--- src/rtl/ccd_seq_pkg.sv ---
package ccd_seq_pkg;

  // Ordering of the gate-interval fields in the captured timing bank.
  localparam int unsigned TI_PARK = 0;
  localparam int unsigned TI_LEAD = 1;
  localparam int unsigned TI_PGW  = 2;
  localparam int unsigned TI_GAP  = 3;
  localparam int unsigned TI_HOLD = 4;
  localparam int unsigned TI_NUM  = 5;

  typedef enum logic [2:0] {
    XS_IDLE,
    XS_ARM,
    XS_PARK,
    XS_LEAD,
    XS_PGON,
    XS_GAP,
    XS_HOLD,
    XS_READ
  } xfer_st_t;

endpackage

--- src/rtl/ccd_cfg_shadow.sv ---
module ccd_cfg_shadow #(
  parameter int unsigned CW = 8,
  parameter int unsigned OW = 4,
  parameter int unsigned NT = 5
) (
  input  logic                   clk,
  input  logic                   rst,
  input  logic                   load,
  input  logic [NT-1:0][CW-1:0]  gate_raw,
  input  logic [CW-1:0]          half_raw,
  input  logic [CW-1:0]          rstw_raw,
  input  logic [CW-1:0]          sdly_raw,
  input  logic [OW-1:0]          ovs_raw,
  output logic [NT-1:0][CW-1:0]  gate_q,
  output logic [CW-1:0]          half_q,
  output logic [CW-1:0]          rstw_q,
  output logic [CW-1:0]          sdly_q,
  output logic [OW-1:0]          ovs_q
);

  localparam logic [CW-1:0] ONE = CW'(1);
  localparam logic [CW-1:0] TWO = CW'(2);

  // Gate intervals: zero is raised to one so no phase vanishes.
  for (genvar gi = 0; gi < NT; gi++) begin : g_gate
    always_ff @(posedge clk) begin
      if (rst) begin
        gate_q[gi] <= ONE;
      end else if (load) begin
        gate_q[gi] <= (gate_raw[gi] == '0) ? ONE : gate_raw[gi];
      end
    end
  end

  logic [CW-1:0] half_c, rstw_c, sdly_c;

  always_comb begin
    half_c = (half_raw < TWO) ? TWO : half_raw;
    if (rstw_raw == '0)          rstw_c = ONE;
    else if (rstw_raw >= half_c) rstw_c = half_c - ONE;
    else                         rstw_c = rstw_raw;
    sdly_c = (sdly_raw >= half_c) ? (half_c - ONE) : sdly_raw;
  end

  always_ff @(posedge clk) begin
    if (rst) begin
      half_q <= TWO;
      rstw_q <= ONE;
      sdly_q <= '0;
      ovs_q  <= '0;
    end else if (load) begin
      half_q <= half_c;
      rstw_q <= rstw_c;
      sdly_q <= sdly_c;
      ovs_q  <= ovs_raw;
    end
  end

endmodule

--- src/rtl/ccd_xfer_fsm.sv ---
module ccd_xfer_fsm
  import ccd_seq_pkg::*;
#(
  parameter int unsigned CW = 8
) (
  input  logic                      clk,
  input  logic                      rst,
  input  logic                      line_start,
  input  logic                      exp_done,
  input  logic                      read_done,
  input  logic [TI_NUM-1:0][CW-1:0] tim,
  output logic                      cfg_load,
  output logic                      read_go,
  output logic                      exp_ack,
  output logic                      tg,
  output logic                      pg,
  output logic                      busy
);

  xfer_st_t      st;
  logic [CW-1:0] cnt;
  logic          cnt_end;

  assign cnt_end  = (cnt == '0);
  assign cfg_load = (st == XS_IDLE) && line_start;
  assign read_go  = (st == XS_HOLD) && cnt_end;
  assign busy     = (st != XS_IDLE);

  always_ff @(posedge clk) begin
    if (rst) begin
      st      <= XS_IDLE;
      cnt     <= '0;
      exp_ack <= 1'b0;
      tg      <= 1'b0;
      pg      <= 1'b0;
    end else begin
      exp_ack <= 1'b0;
      if (!cnt_end) cnt <= cnt - 1'b1;
      unique case (st)
        XS_IDLE: if (line_start) st <= XS_ARM;
        XS_ARM: if (exp_done) begin
          st      <= XS_PARK;
          exp_ack <= 1'b1;
          cnt     <= tim[TI_PARK] - 1'b1;
        end
        XS_PARK: if (cnt_end) begin
          st  <= XS_LEAD;
          tg  <= 1'b1;
          cnt <= tim[TI_LEAD] - 1'b1;
        end
        XS_LEAD: if (cnt_end) begin
          st  <= XS_PGON;
          pg  <= 1'b1;
          cnt <= tim[TI_PGW] - 1'b1;
        end
        XS_PGON: if (cnt_end) begin
          st  <= XS_GAP;
          pg  <= 1'b0;
          cnt <= tim[TI_GAP] - 1'b1;
        end
        XS_GAP: if (cnt_end) begin
          st  <= XS_HOLD;
          tg  <= 1'b0;
          cnt <= tim[TI_HOLD] - 1'b1;
        end
        XS_HOLD: if (cnt_end) st <= XS_READ;
        XS_READ: if (read_done) st <= XS_IDLE;
        default: st <= XS_IDLE;
      endcase
    end
  end

endmodule

--- src/rtl/ccd_pix_gen.sv ---
module ccd_pix_gen #(
  parameter int unsigned CW   = 8,
  parameter int unsigned OW   = 4,
  parameter int unsigned NPIX = 1024,
  parameter int unsigned IW   = 11
) (
  input  logic          clk,
  input  logic          rst,
  input  logic          go,
  input  logic [CW-1:0] half,
  input  logic [CW-1:0] rstw,
  input  logic [CW-1:0] sdly,
  input  logic [OW-1:0] ovs,
  output logic          h1,
  output logic          h2,
  output logic          rg,
  output logic          strobe,
  output logic [IW-1:0] idx,
  output logic          ovs_flag,
  output logic          done
);

  localparam int unsigned PW = CW + 1;

  logic          run;
  logic [PW-1:0] ph, nph, per_last, hw, rw, sw;
  logic [IW-1:0] pix, total;
  logic          ph_wrap, line_end;

  always_comb begin
    hw       = {1'b0, half};
    rw       = {1'b0, rstw};
    sw       = hw + {1'b0, sdly};
    per_last = (hw << 1) - 1'b1;
    total    = IW'(NPIX) + IW'(ovs);
    ph_wrap  = (ph == per_last);
    line_end = ph_wrap && (pix == total - 1'b1);
    nph      = ph_wrap ? '0 : ph + 1'b1;
  end

  always_ff @(posedge clk) begin
    if (rst) begin
      run      <= 1'b0;
      ph       <= '0;
      pix      <= '0;
      h1       <= 1'b1;
      h2       <= 1'b0;
      rg       <= 1'b1;
      strobe   <= 1'b0;
      idx      <= '0;
      ovs_flag <= 1'b0;
      done     <= 1'b0;
    end else begin
      done   <= 1'b0;
      strobe <= 1'b0;
      if (!run) begin
        if (go) begin
          run <= 1'b1;
          ph  <= '0;
          pix <= '0;
          h1  <= 1'b1;
          h2  <= 1'b0;
          rg  <= 1'b1;
        end
      end else if (line_end) begin
        run  <= 1'b0;
        ph   <= '0;
        h1   <= 1'b1;
        h2   <= 1'b0;
        rg   <= 1'b1;
        done <= 1'b1;
      end else begin
        ph <= nph;
        if (ph_wrap) pix <= pix + 1'b1;
        h1 <= (nph < hw);
        h2 <= (nph >= hw);
        rg <= (nph < rw);
        if (nph == sw) begin
          strobe   <= 1'b1;
          idx      <= pix;
          ovs_flag <= (pix >= IW'(NPIX));
        end
      end
    end
  end

endmodule

--- src/rtl/ccd_line_seq.sv ---
module ccd_line_seq
  import ccd_seq_pkg::*;
#(
  parameter int unsigned CW   = 8,
  parameter int unsigned OW   = 4,
  parameter int unsigned NPIX = 1024,
  localparam int unsigned IW  = $clog2(NPIX + (2 ** OW))
) (
  input  logic          clk,
  input  logic          rst,
  input  logic          line_start_i,
  input  logic          exp_done_i,
  output logic          exp_ack_o,
  input  logic [CW-1:0] cfg_park_i,
  input  logic [CW-1:0] cfg_lead_i,
  input  logic [CW-1:0] cfg_pgw_i,
  input  logic [CW-1:0] cfg_gap_i,
  input  logic [CW-1:0] cfg_hold_i,
  input  logic [CW-1:0] cfg_half_i,
  input  logic [CW-1:0] cfg_rstw_i,
  input  logic [CW-1:0] cfg_sdly_i,
  input  logic [OW-1:0] cfg_ovs_i,
  output logic          h1_o,
  output logic          h2_o,
  output logic          tg_o,
  output logic          pg_o,
  output logic          rg_o,
  output logic          pix_vld_o,
  output logic [IW-1:0] pix_idx_o,
  output logic          pix_ovs_o,
  output logic          line_done_o,
  output logic          busy_o
);

  logic [TI_NUM-1:0][CW-1:0] gate_raw, gate_q;
  logic [CW-1:0]             half_q, rstw_q, sdly_q;
  logic [OW-1:0]             ovs_q;
  logic                      cfg_load, read_go;

  always_comb begin
    gate_raw          = '0;
    gate_raw[TI_PARK] = cfg_park_i;
    gate_raw[TI_LEAD] = cfg_lead_i;
    gate_raw[TI_PGW]  = cfg_pgw_i;
    gate_raw[TI_GAP]  = cfg_gap_i;
    gate_raw[TI_HOLD] = cfg_hold_i;
  end

  ccd_cfg_shadow #(.CW(CW), .OW(OW), .NT(TI_NUM)) u_cfg (
    .clk      (clk),
    .rst      (rst),
    .load     (cfg_load),
    .gate_raw (gate_raw),
    .half_raw (cfg_half_i),
    .rstw_raw (cfg_rstw_i),
    .sdly_raw (cfg_sdly_i),
    .ovs_raw  (cfg_ovs_i),
    .gate_q   (gate_q),
    .half_q   (half_q),
    .rstw_q   (rstw_q),
    .sdly_q   (sdly_q),
    .ovs_q    (ovs_q)
  );

  ccd_xfer_fsm #(.CW(CW)) u_xfer (
    .clk        (clk),
    .rst        (rst),
    .line_start (line_start_i),
    .exp_done   (exp_done_i),
    .read_done  (line_done_o),
    .tim        (gate_q),
    .cfg_load   (cfg_load),
    .read_go    (read_go),
    .exp_ack    (exp_ack_o),
    .tg         (tg_o),
    .pg         (pg_o),
    .busy       (busy_o)
  );

  ccd_pix_gen #(.CW(CW), .OW(OW), .NPIX(NPIX), .IW(IW)) u_pix (
    .clk      (clk),
    .rst      (rst),
    .go       (read_go),
    .half     (half_q),
    .rstw     (rstw_q),
    .sdly     (sdly_q),
    .ovs      (ovs_q),
    .h1       (h1_o),
    .h2       (h2_o),
    .rg       (rg_o),
    .strobe   (pix_vld_o),
    .idx      (pix_idx_o),
    .ovs_flag (pix_ovs_o),
    .done     (line_done_o)
  );

endmodule

--- config.mk ---
export PLATFORM = sky130hd
export DESIGN_NAME = ccd_line_seq
export DESIGN_NICKNAME = d
export VERILOG_FILES = /design/src/rtl/ccd_seq_pkg.sv /design/src/rtl/ccd_cfg_shadow.sv /design/src/rtl/ccd_xfer_fsm.sv /design/src/rtl/ccd_pix_gen.sv /design/src/rtl/ccd_line_seq.sv
export SDC_FILE = /design/constraint.sdc
export NUM_CORES = 1
export LEC_CHECK = 0
export BUFFER_PORTS_ARGS = -buffer_cell sky130_fd_sc_hd__buf_2
export CORE_ASPECT_RATIO = 0.75
export CORE_MARGIN = 1
export CORE_UTILIZATION = 40
export CTS_CLUSTER_SIZE = 12
export DETAILED_ROUTE_END_ITERATION = 10
export PLACE_DENSITY = 0.55
export SYNTH_ARGS = -nofsm -noshare
export SYNTH_HDL_FRONTEND = slang
export SYNTH_SLANG_ARGS = --single-unit
--- constraint.sdc ---
create_clock -name clk -period 10.45 [get_ports clk]
set_clock_uncertainty 0.1 [all_clocks]
set_input_delay 3.135 -clock clk [delete_from_list [all_inputs] [get_ports clk]]
set_output_delay 3.135 -clock clk [all_outputs]
set_load 0.01 [all_outputs]
==> metrics.yaml <==
placed_design:
  port_buffers: 92
  dpl_worst_slack_ns: 3.62
  gp_congestion: 0.853
  hpwlAfterDp_um: 16900
global_route:
  grt_max_degree: 70
  grt_overflow_total: 0
  grt_pass1_wl_um: 36700
  antenna_found_initial: 0
  grtUsageTotal: 0.231
  grt_pass1_vias: 6819
timing:
  min_period_ns: 6.40
  slew_headroom: 0.276
  rsz0062_at_grt: "false"
  finalCritPeriodShare: 0.613
  worstMarginPinSlew_ns: 1.08
  fin_ws_ns: 4.05
  hold_viol: 0
  fin_tns_setup_ns: 0
  clock.fmax_mhz: 156
  setup_viol: 0
  slew_violations: 0
die:
  start_util: 0.408
  die_h_um: 124
  boundaryPins: 93
  core-area_um2: 19400
  chipWidth_um: 164
  die_area_um2: 20400
  row_count: 44
worst_hold_path:
  hp-class: "reg2reg"
critical_path:
  crit_path_frequent_cell: "a21o_1"
  path_max_fanout: 9
  crit_path_cell_trace: "buf_2 -> or4_1 -> or3_1 -> o21ai_0 -> inv_1 -> ha_1 -> nand2b_1 -> a21o_1 -> a21o_1 -> a21o_1 -> a21oi_1 -> o21ai_1 -> and2_1 -> a221o_1"
  cp.arrival_ns: 6.61
  path_delay_family: "compound AO/OA/AOI/OAI gates"
  critical_path_required_ns: 10.66
  slowest_delay_ns: 0.56
  critPathBufInv: 2
  crit_path_end_kind: "register"
  worst_setup_path_start_kind: "input port"
  worstSetupPathType: "in2reg"
  slowest_stage: "or4_1"
cells_and_area:
  drive_above_1_share: 0.136
  final_common_cell: "nand2_1"
  syn_to_final_growth_pct: 15.8
  fillers: 1949
  num-nets-final: 1226
  fin_util: 0.473
  antenna_cells: 0
  final_cell_mix: "nand2_1, dfxtp_1, a21oi_1"
clock_tree:
  h-tree-depth: 4
  clk_latency_ns: 0.42
  clockRootBuffer: "clkbuf_16"
  cts.sinks: 120
  path_clk_slew_ns: 0.06
  cts_resized: 0
  post_cts_buffers: 0
  cts_buffer_depth: 2
  hold_buffers: 0
  numCtsBuffers: 17
  cts_tree: "yes"
logic_synthesis:
  synthArstFlopShare: 0
  syn_nets: 1165
  synth_top_area_cell: "dfxtp_1"
  yosysSeqAreaShare: 0.304
  synth.top_cell.area_share: 0.304
  synth_edf_count: 0
  ys_types: 66
  avgSynthCellArea_um2: 7.60
  netlist_instances: 1041
  synth_seq_cells: 120
  synthFlopType: "dfxtp_1"
  yosysWarnings: 0
  syn_area_um2: 7920
  synth_area_leaders: "dfxtp_1, ha_1, a21oi_1"
route:
  firstDrtPassIters: 5
  post-route-drc-count: 0
  met1_length_um: 12200
  routed.top_layer: "met4"
  wire_per_inst_um: 16.7
  wl_met3_um: 1420
  met2_length_um: 9190
  wl_um: 22900
  first_iter_violations: 627
  via_per_inst: 5.53
  num_vias: 7563
  antenna_left: 0
job:
  cap_violations: 0
pwr:
  irDropWorstVdd_mv: 0.142
  cellLeakagePower_nw: 3.72
  power_density_nw_per_um2: 224
status:
  outcome: "finished, final reports clean"
[Yosys cell counts (5+ instances only)]
cell type	instances
a211oi_1	7
a21o_1	14
a21oi_1	108
a221o_1	9
a31oi_1	6
and2_1	8
and3_1	11
clkbuf_1	50
dfxtp_1	120
ha_1	51
inv_1	52
mux2i_1	6
nand2_1	144
nand2b_1	11
nand3_1	37
nand3b_1	5
nand4_1	20
nor2_1	81
nor3_1	47
nor4_1	17
o2111ai_1	8
o211ai_1	9
o21a_1	7
o21ai_0	34
o22ai_1	9
o31ai_1	5
o31ai_2	9
or3_1	9
or4_1	9
xnor2_1	35
xor2_1	40
[cell type report]
type	instances	area (um2)	area share
Clock buffer	19	453	0.0494
Sequential cell	120	2400	0.262
Tap cell	253	317	0.0345
Multi-Input combinational cell	813	5100	0.557
Clock inverter	13	194	0.0212
Inverter	54	203	0.0221
Timing Repair Buffer	96	493	0.0538
[worst min-delay path: stages (launching register included)]
cell and delay (ns):
dfxtp_1 0.31, nand2_1 0.05, mux2i_1 0.05
[worst paths after layout]
check,slack [ns],startpoint,end,cells after the start
worst max-delay path,4.05,cfg_half_i[5],u_cfg.rstw_q[2],14
worst min-delay path,0.36,u_pix.ovs_flag,u_pix.ovs_flag,2
worst max register to register,6.16,u_cfg.half_q[1],u_pix.h1,16
worst min register to register,0.36,u_pix.ovs_flag,u_pix.ovs_flag,2
[metrics by stage]
step / power, W / std cells / hold WS [ns] / cell area [um2]
2_1_floorplan: 0.00121 / 1041 / 0.336 / 7920
3_3_place_gp: 0.00141 / 1336 / 0.348 / 8520
3_5_place_dp: 0.00141 / 1336 / 0.356 / 8520
4_1_cts: 0.00206 / 1368 / 0.364 / 9160
5_1_grt: 0.00220 / 1368 / 0.387 / 9160
6_report: 0.00206 / 1368 / 0.357 / 9160
[sequential cells by signal, indices dropped and copies added (netlist names), 4 cells and up]
register and flops:
u_xfer.cnt 8, u_cfg.rstw_q 8, u_cfg.half_q 8, u_pix.ph 9
u_pix.idx 11, u_cfg.sdly_q 8, u_pix.pix 11, u_cfg.gate_q 40
u_cfg.ovs_q 4
[report_power, final]
group	leakage [nW]	internal, W	total [W]	switching, W
Clock	0.302	0.000414	0.000646	0.000232
Combinational	2.44	0.000289	0.000793	0.000504
Sequential	0.980	0.000531	0.000617	0.0000856
[logic make-up (layout without fill, tap and decap cells)]
logic type	Yosys count	in the layout	synth area share
AOI/OAI and AO/OA	255	255	0.209
xor gates and xnor gates	75	75	0.0830
adders and majority gates	53	53	0.0844
buffers and inverters	108	182	0.0523
DFF	120	120	0.304
muxes	8	8	0.0104
and+or+nand+nor	422	422	0.257
[layer usage]
layer | track usage | vias to the layer above
met5 | 0 | -
met4 | 0.0545 | 0
met3 | 0.0506 | 12
met2 | 0.325 | 216
met1 | 0.351 | 3493
li1 | - | 3842
Power figures use the tool's default switching activity.
